$ cat config.mk
export PLATFORM = sky130hd
export DESIGN_NAME = access_count_reg
export DESIGN_NICKNAME = d
export VERILOG_FILES = /design/src/rtl/acnt_pkg.sv /design/src/rtl/acnt_port.sv /design/src/rtl/acnt_counter.sv /design/src/rtl/acnt_rdata.sv /design/src/rtl/access_count_reg.sv
export SDC_FILE = /design/constraint.sdc
export NUM_CORES = 1
export LEC_CHECK = 0
export ABC_AREA = 1
export ABC_CLOCK_PERIOD_IN_PS = 5000
export BUFFER_PORTS_ARGS = -buffer_cell sky130_fd_sc_hd__buf_2
export CAP_MARGIN = 10
export CORE_MARGIN = 4
export CORE_UTILIZATION = 50
export CTS_BUF_LIST = sky130_fd_sc_hd__clkbuf_4
export DETAILED_ROUTE_END_ITERATION = 16
export GPL_ROUTABILITY_DRIVEN = 0
export HOLD_SLACK_MARGIN = 0.02
export PLACE_DENSITY = 0.78
export SLEW_MARGIN = 15
export SYNTH_ARGS = -nofsm -noshare
export SYNTH_HDL_FRONTEND = slang
export SYNTH_SLANG_ARGS = --single-unit
$ cat constraint.sdc
create_clock -name clk -period 5 [get_ports clk]
set_input_delay 1 -clock clk [delete_from_list [all_inputs] [get_ports clk]]
set_output_delay 1 -clock clk [all_outputs]
set_load 0.005 [all_outputs]
$ cat src/rtl/acnt_pkg.sv
package acnt_pkg;
  typedef enum logic {
    PORT_IDLE = 1'b0,
    PORT_RESP = 1'b1
  } port_state_e;

  localparam int unsigned NPORT   = 2;
  localparam int unsigned PORT_RD = 0;
  localparam int unsigned PORT_WR = 1;
endpackage

$ cat src/rtl/acnt_port.sv
module acnt_port
  import acnt_pkg::*;
#(
  parameter int unsigned ADDR_W = 12,
  parameter logic [ADDR_W-1:0] OFFSET = '0
) (
  input  logic              clk,
  input  logic              rst,
  input  logic              req_valid,
  input  logic [ADDR_W-1:0] req_addr,
  output logic              req_ready,
  output logic              rsp_valid,
  input  logic              rsp_ready,
  output logic              hit
);
  port_state_e st_q;
  logic        hit_q;

  always_ff @(posedge clk) begin
    if (rst) begin
      st_q  <= PORT_IDLE;
      hit_q <= 1'b0;
    end else begin
      case (st_q)
        PORT_IDLE: if (req_valid) begin
          st_q  <= PORT_RESP;
          hit_q <= (req_addr == OFFSET);
        end
        PORT_RESP: if (rsp_ready) st_q <= PORT_IDLE;
        default:   st_q <= PORT_IDLE;
      endcase
    end
  end

  assign req_ready = (st_q == PORT_IDLE);
  assign rsp_valid = (st_q == PORT_RESP);
  assign hit       = hit_q;
endmodule

$ cat src/rtl/acnt_counter.sv
module acnt_counter #(
  parameter int unsigned CNT_W = 64
) (
  input  logic             clk,
  input  logic             rst,
  input  logic             inc,
  input  logic             dec,
  output logic [CNT_W-1:0] count
);
  logic [CNT_W-1:0] cnt_q;

  always_ff @(posedge clk) begin
    if (rst) begin
      cnt_q <= '0;
    end else begin
      case ({inc, dec})
        2'b10:   cnt_q <= cnt_q + CNT_W'(1);
        2'b01:   cnt_q <= cnt_q - CNT_W'(1);
        default: cnt_q <= cnt_q;
      endcase
    end
  end

  assign count = cnt_q;
endmodule

$ cat src/rtl/acnt_rdata.sv
module acnt_rdata #(
  parameter int unsigned CNT_W = 64
) (
  input  logic             hit,
  input  logic [CNT_W-1:0] count,
  output logic [CNT_W-1:0] data
);
  always_comb begin
    data = '0;
    if (hit) data = count;
  end
endmodule

$ cat src/rtl/access_count_reg.sv
module access_count_reg
  import acnt_pkg::*;
#(
  parameter int unsigned CNT_W  = 64,
  parameter int unsigned ADDR_W = 12,
  parameter logic [ADDR_W-1:0] RD_OFS = 'h000,
  parameter logic [ADDR_W-1:0] WR_OFS = 'h008
) (
  input  logic              clk,
  input  logic              rst,
  input  logic              rd_req_valid,
  input  logic [ADDR_W-1:0] rd_req_addr,
  output logic              rd_req_ready,
  output logic              rd_rsp_valid,
  input  logic              rd_rsp_ready,
  output logic [CNT_W-1:0]  rd_rsp_data,
  input  logic              wr_req_valid,
  input  logic [ADDR_W-1:0] wr_req_addr,
  output logic              wr_req_ready,
  output logic              wr_rsp_valid,
  input  logic              wr_rsp_ready
);
  logic [NPORT-1:0]  req_valid_a, req_ready_a, rsp_valid_a, rsp_ready_a, hit_a, done_a;
  logic [ADDR_W-1:0] req_addr_a [NPORT];
  logic [CNT_W-1:0]  cnt_q;
  logic              rd_done, wr_done;

  assign req_valid_a[PORT_RD] = rd_req_valid;
  assign req_valid_a[PORT_WR] = wr_req_valid;
  assign req_addr_a[PORT_RD]  = rd_req_addr;
  assign req_addr_a[PORT_WR]  = wr_req_addr;
  assign rsp_ready_a[PORT_RD] = rd_rsp_ready;
  assign rsp_ready_a[PORT_WR] = wr_rsp_ready;

  for (genvar p = 0; p < NPORT; p++) begin : g_port
    localparam logic [ADDR_W-1:0] OFS = (p == PORT_RD) ? RD_OFS : WR_OFS;
    acnt_port #(.ADDR_W(ADDR_W), .OFFSET(OFS)) u_port (
      .clk       (clk),
      .rst       (rst),
      .req_valid (req_valid_a[p]),
      .req_addr  (req_addr_a[p]),
      .req_ready (req_ready_a[p]),
      .rsp_valid (rsp_valid_a[p]),
      .rsp_ready (rsp_ready_a[p]),
      .hit       (hit_a[p])
    );
    assign done_a[p] = rsp_valid_a[p] & rsp_ready_a[p] & hit_a[p];
  end

  assign rd_done = done_a[PORT_RD];
  assign wr_done = done_a[PORT_WR];

  acnt_counter #(.CNT_W(CNT_W)) u_counter (
    .clk   (clk),
    .rst   (rst),
    .inc   (wr_done),
    .dec   (rd_done),
    .count (cnt_q)
  );

  acnt_rdata #(.CNT_W(CNT_W)) u_rdata (
    .hit   (hit_a[PORT_RD]),
    .count (cnt_q),
    .data  (rd_rsp_data)
  );

  assign rd_req_ready = req_ready_a[PORT_RD];
  assign wr_req_ready = req_ready_a[PORT_WR];
  assign rd_rsp_valid = rsp_valid_a[PORT_RD];
  assign wr_rsp_valid = rsp_valid_a[PORT_WR];
endmodule

Yosys cells after proc, flatten, opt, wreduce, memory -nomap -nowiden
Index checks and enable logic that the tools add are counted.

word-level totals
  register bits after elaboration = 68
  bits in latches = 0
  bits in writable memories = 0
  memory bits (read-only) = 0
  bits of input ports = 30
  output and inout port bits = 68
  logic and storage cells = 28
  memories = 0

operators by class
  add/subtract/negate cells = 2
  multipliers = 0
  div/mod/pow operators = 0
  $lt $le $gt $ge = 0
  equality and inequality tests = 3
  shift-type cells = 0
  mux-type cells = 8
  bitwise logic cells = 6
  reductions and logical operators = 4

operators by type and width
  operator               number
  $pmux 64 s2            1
  $add 64x1->64 const B  1
  $mux 64                1
  $sub 64x1->64 const B  1
  $eq 12x4->1 const B    1
  $logic_not 12->1       1
  $and 1x1->1            4
  $mux 1                 4
  $pmux 1 s2             2
  $reduce_and 2->1       2
  $eq 2x1->1 const B     1
  $eq 2x2->1 const B     1
  $not 1->1              2
  $reduce_bool 2->1      1

Logic depth before layout (Yosys ltp)
  depth in word-level cells = 4
  mapped depth = 24
  depth with buffers taken out = 21

By module
A second synthesis with hierarchy kept.

second synthesis, totals
  cells, all modules = 1923
  area total of the unflattened synthesis = 9312.7 µm²

modules (own cells, without submodules)
  module                         times used  cells an instance  area an instance (µm²)  sequential area each (µm²)
  acnt_counter                   1           1741               8485.6                  1281.2
  acnt_rdata                     1           135                555.5                   0.0
  acnt_port at g_port[1].u_port  1           21                 125.1                   40.0
  acnt_port at g_port[0].u_port  1           20                 118.9                   40.0
  access_count_reg               1           6                  27.5                    0.0

Worst setup path after synthesis
Ideal clock, no wire load.

  kind = in2reg
  start point = input rd_rsp_ready
  end point = register u_counter.cnt_q[56] (netlist: u_counter.count[56])
  library setup time = 109 ps
  arrival time = 2970 ps
  data required time = 4891 ps
  setup slack = 1921 ps
  stages on the path = 22
  path buffers = 2
  path through = inv_1 -> nor2_1 -> ha_1 -> buf_6 -> buf_8 -> nand2_1 -> nand2_1 -> inv_1 -> ha_1 -> o21bai_1 -> nand2_1 -> nand2_1 -> nand2_1 -> nand2_1 -> nand2_1 -> nand3_1 -> nand2_1 -> nand2_1 -> nand2_1 -> nand3_1 -> nand2_1 -> inv_1

on the way
  word-level cells in the longest chain between the ends = 4
  elaborated cells on any way between the ends = 6
  those cells by class = 2 x eq/ne; 1 x mux; 2 x bitwise; 1 x reduce/logical

RTL lines
  item                                              RTL line                RTL
  start, declared                                   access_count_reg.sv:15  input logic rd_rsp_ready,
  $and 1x1->1 * (2 in series)                       access_count_reg.sv:47  assign done_a[p] = rsp_valid_a[p] & rsp_ready_a[p] & hit_a[p];
  $eq 2x1->1 or $eq 2x2->1 (tied branches)          acnt_counter.sv:16      case ({inc, dec})
  $pmux 64 s2 or $reduce_bool 2->1 (tied branches)  --
  end signal, assigned                              acnt_counter.sv:17      2'b10: cnt_q <= cnt_q + CNT_W'(1);
  end signal, assigned                              acnt_counter.sv:18      2'b01: cnt_q <= cnt_q - CNT_W'(1);
  end signal, assigned                              acnt_counter.sv:19      default: cnt_q <= cnt_q;
  end, declared                                     acnt_counter.sv:10      logic [CNT_W-1:0] cnt_q;

Mark *: on every way between the ends. The rest lies on a longest branch, timed or not.
A chain may end at the register's enable or synchronous reset.

Worst setup path in the final report
  start point = input rd_rsp_ready
  end point = register u_counter.cnt_q[47] (netlist: u_counter.count[47])

Same word-level chain as after synthesis.

==> results.md <==
- CP peak stage delay: 470 ps
- Reg clk slew, reported paths: 100 ps
- Synth Register Bits: 68
- WHS Path Cells: 2
- CP Launch Type: primary input
- Most frequent CP cell: nand2_1
- Adder-cell area share of the yosys netlist: 0.417%
- Post-CTS Resized: 0
- Max-slew headroom: 45.2%
- Worst Skew: 35.7 ps
- Fmax: 0.261 GHz
- Hold_buf cts: 0
- CTS root buf: clkbuf_4
- Initial Util: 51.5%
- Clk sinks: 68
- Clk buf depth: 2
- RSZ-0062 raised after global routing: no
- Post-synth EDFFs: 0
- Largest delay share family, worst path: simple AND/OR/NAND/NOR gates
- Fin nets: 1971
- CTS tree: built
- Slowest-stage cell, CP: ha_4
- R2R Path Start: g_port[0].u_port.rsp_valid
- Static Leak: 6.14 nW
- Switching share of power: 25.4%
- R2R Setup Slk: 1360 ps
- Placed inst area: 0.00956 mm2
- Syn_nets: 1905
- H-tree depth: 3
- Largest family of logic cells by synthesized area: simple AND/OR/NAND/NOR gates
- Wirelength per Cell: 13.3 um
- Post-DRT Antenna Nets: 0
- Drt drc: 0
- FF-to-FF End: u_counter.count[47]
- Share of the synthesized area in the top cell type: 30.9%
- Fin. max-slew vios: 0
- Crit-path cells: buf_2 -> inv_1 -> nor2_1 -> ha_4 -> buf_4 -> nand2_1 -> a21oi_1 -> inv_1 -> o21ai_1 -> nand2_1 -> nand2_1 -> nand2_1 -> nand2_1 -> nand2_1 -> nand2_1 -> nand2_1 -> nand3_1 -> nand3_1 -> nand2_1 -> inv_1
- Comb pwr share: 2.9%
- Setup violators final: 0
- Worst-margin pin slew: 823 ps
- Critical path arrival: 4200 ps
- Period utilization: 76.5%
- Syn_area_per_cell: 4.81 um2
- Post-Synth Simple-Gate Area: 46.5%
- Via count: 11100
- Class of the tightest hold or removal check: reg -> reg
- Seq/Total Area, Yosys: 15.1%
- Maximum VDD drop: 0.0858 mV
- NetSw: 0.000246 W
- Synth cell types: 35
- CP max FO: 35
- Mapped Area: 0.00900 mm2
- First-pass GRT wire length: 46.4 mm
- Hpwl dp: 22.9 mm
- Area leader, netlist: nand2_1
- Final worst setup slack: 1170 ps
- Min Tclk post-route: 3830 ps
- Placed cells: 2152
- Crit path kind: in -> reg
- Post-synthesis compound-gate area fraction: 12.0%
- Die X-Extent: 142 um
- Vias in the first global route: 9916
- Internal power: 0.000719 W
- Area contributors post-synth: nand2_1 31%, inv_1 18%, dfxtp_1 15%
- Status: complete, no violations
- Mapped Cells: 1872
- Via/cell ratio: 5.14
- Place WS: 796 ps
- Power per Cell Area: 99.6 mW/mm2
- Final TNS setup: 0 ps
- Final WL: 28.8 mm
- Initial antenna violation count: 1
- Share of cells above drive strength 1: 7.11%
- Xor and xnor area share after synthesis: 4.62%
- Pwr Total: 0.000965 W
- Max cap viols: 0
- Maximum number of pins on one net before global-route repair: 84
- Asr flop ratio synth: 0%
- Length in cells of the worst reg-to-reg path: 19
- Crit end category: flop
- Core area: 0.0175 mm2
- Clock group share of total power: 40.7%
- Post-Layout Cell Count: 2168
- Post-synthesis mux area share: 0%
- Skew-Pair Late Insertion Delay: 500 ps
- CP required: 5370 ps
- Initial DRC Count: 1389
- Top FF cell, synth: dfxtp_1
- Sequential power share: 56.4%
- Worst setup path start: rd_rsp_ready
- Postcts setup bufs: 0
- Total grt overflow: 0
- Num CTS Buffers: 9
- Die ar.: 0.0202 mm2
- First-pass DRT Iterations: 8
- Area Growth Syn to Fin: 7.65%
- Tot GR Track Use: 28.0%
- Critical Path Stages: 20
- Final Cell Area: 0.00969 mm2
- Height of the die: 142 um
- # port buffers: 97
- Yosys warning count: 0
- Final Hold Vio Count: 0
- Row count: 48
- Critical Path End: u_counter.count[47]
- WP buf/inv: 5
- Ports: 98
## Yosys cell counts (4+ instances only)
| library cell | n |
|---|---|
| nand2_1 | 740 |
| inv_1 | 433 |
| nor2_1 | 197 |
| a21oi_1 | 149 |
| nand3_1 | 83 |
| dfxtp_1 | 68 |
| o21ai_0 | 50 |
| clkbuf_1 | 33 |
| xnor2_1 | 20 |
| xor2_1 | 20 |
| and2_1 | 7 |
| nand4_1 | 7 |
| nor2_2 | 7 |
| nor3_1 | 7 |
| o21bai_1 | 7 |
| buf_2 | 5 |
| buf_6 | 5 |
| nor4_1 | 4 |
| xor2_2 | 4 |
## worst reg2reg max path: cells and delay by family, from the launching register on
family          cells  cell delay, ps
simple gates       13            1650
buf+inv             3             530
fa+ha+maj           1             480
compound gates      2             480
flops               1             390
## metrics by stage
step / util, % / hold slack (ps)
3_5_place_dp: 54.7 / 467
4_1_cts: 55.4 / 483
2_1_floorplan: - / 444
6_report: 55.4 / 477
3_3_place_gp: 54.7 / 461
5_1_grt: 55.4 / 509
## logic make-up after synthesis
family                     Yosys count
adders and majority gates            3
AOI/OAI and AO/OA                  211
xor gates and xnor gates            44
and+or+nand+nor                   1060
DFF                                 68
buffers and inverters              486
## per-layer routing
layer / part of all wire [%] / global-route usage (%)
met5: 0 / 0
met4: 5.7 / 15.0
met3: 11 / 6.12
met2: 41 / 43.5
met1: 42 / 36.4
## state kept, by name, indices dropped and copies added (netlist names)
signal,cells
u_counter.count,64
g_port.u_port.hit,2
g_port.u_port.rsp_valid,2
## power by group through the flow
stage          clock (W)  sequential (W)  combinational, W
5_1_grt         0.000424        0.000544         0.0000316
6_report        0.000393        0.000544         0.0000284
2_1_floorplan          0        0.000556         0.0000120
3_3_place_gp           0        0.000556         0.0000281
3_5_place_dp           0        0.000556         0.0000285
4_1_cts         0.000397        0.000544         0.0000286
## cells in the final DEF (no fill, tap or decap), drive strengths merged, types with 3 or more instances in the layout
master and n:
clkinv 3, ha 3, xnor2 20, nand3b 3, buf 105, dfxtp 68
nor4 4, nor2 204, clkbuf 12, inv 435, nand4 7, nand2 741
o21bai 7, nor3 8, a21oi 149, o21ai 52, xor2 24, and2 7
nand3 83
## final cells by class
| cell class | count | area, um2 |
|---|---|---|
| flip-flops and latches | 68 | 1360 |
| clock buffers | 12 | 90.1 |
| well taps | 225 | 282 |
| inverters | 436 | 1640 |
| multi-input cells | 1318 | 5730 |
| repair buffers | 105 | 546 |
| fillers | 1897 | 7790 |
| diodes | 1 | 2.50 |
| clock inverters | 3 | 38.8 |
## worst min-delay path by stage
stage	startpoint	end
after floorplan	g_port[1].u_port.hit	g_port[1].u_port.hit
after global placement	g_port[1].u_port.hit	g_port[1].u_port.hit
after detailed placement	g_port[1].u_port.hit	g_port[1].u_port.hit
after CTS	g_port[1].u_port.hit	g_port[1].u_port.hit
after global routing	g_port[1].u_port.hit	g_port[1].u_port.hit
final	g_port[1].u_port.hit	g_port[1].u_port.hit
(Power assumes the default switching activity.)
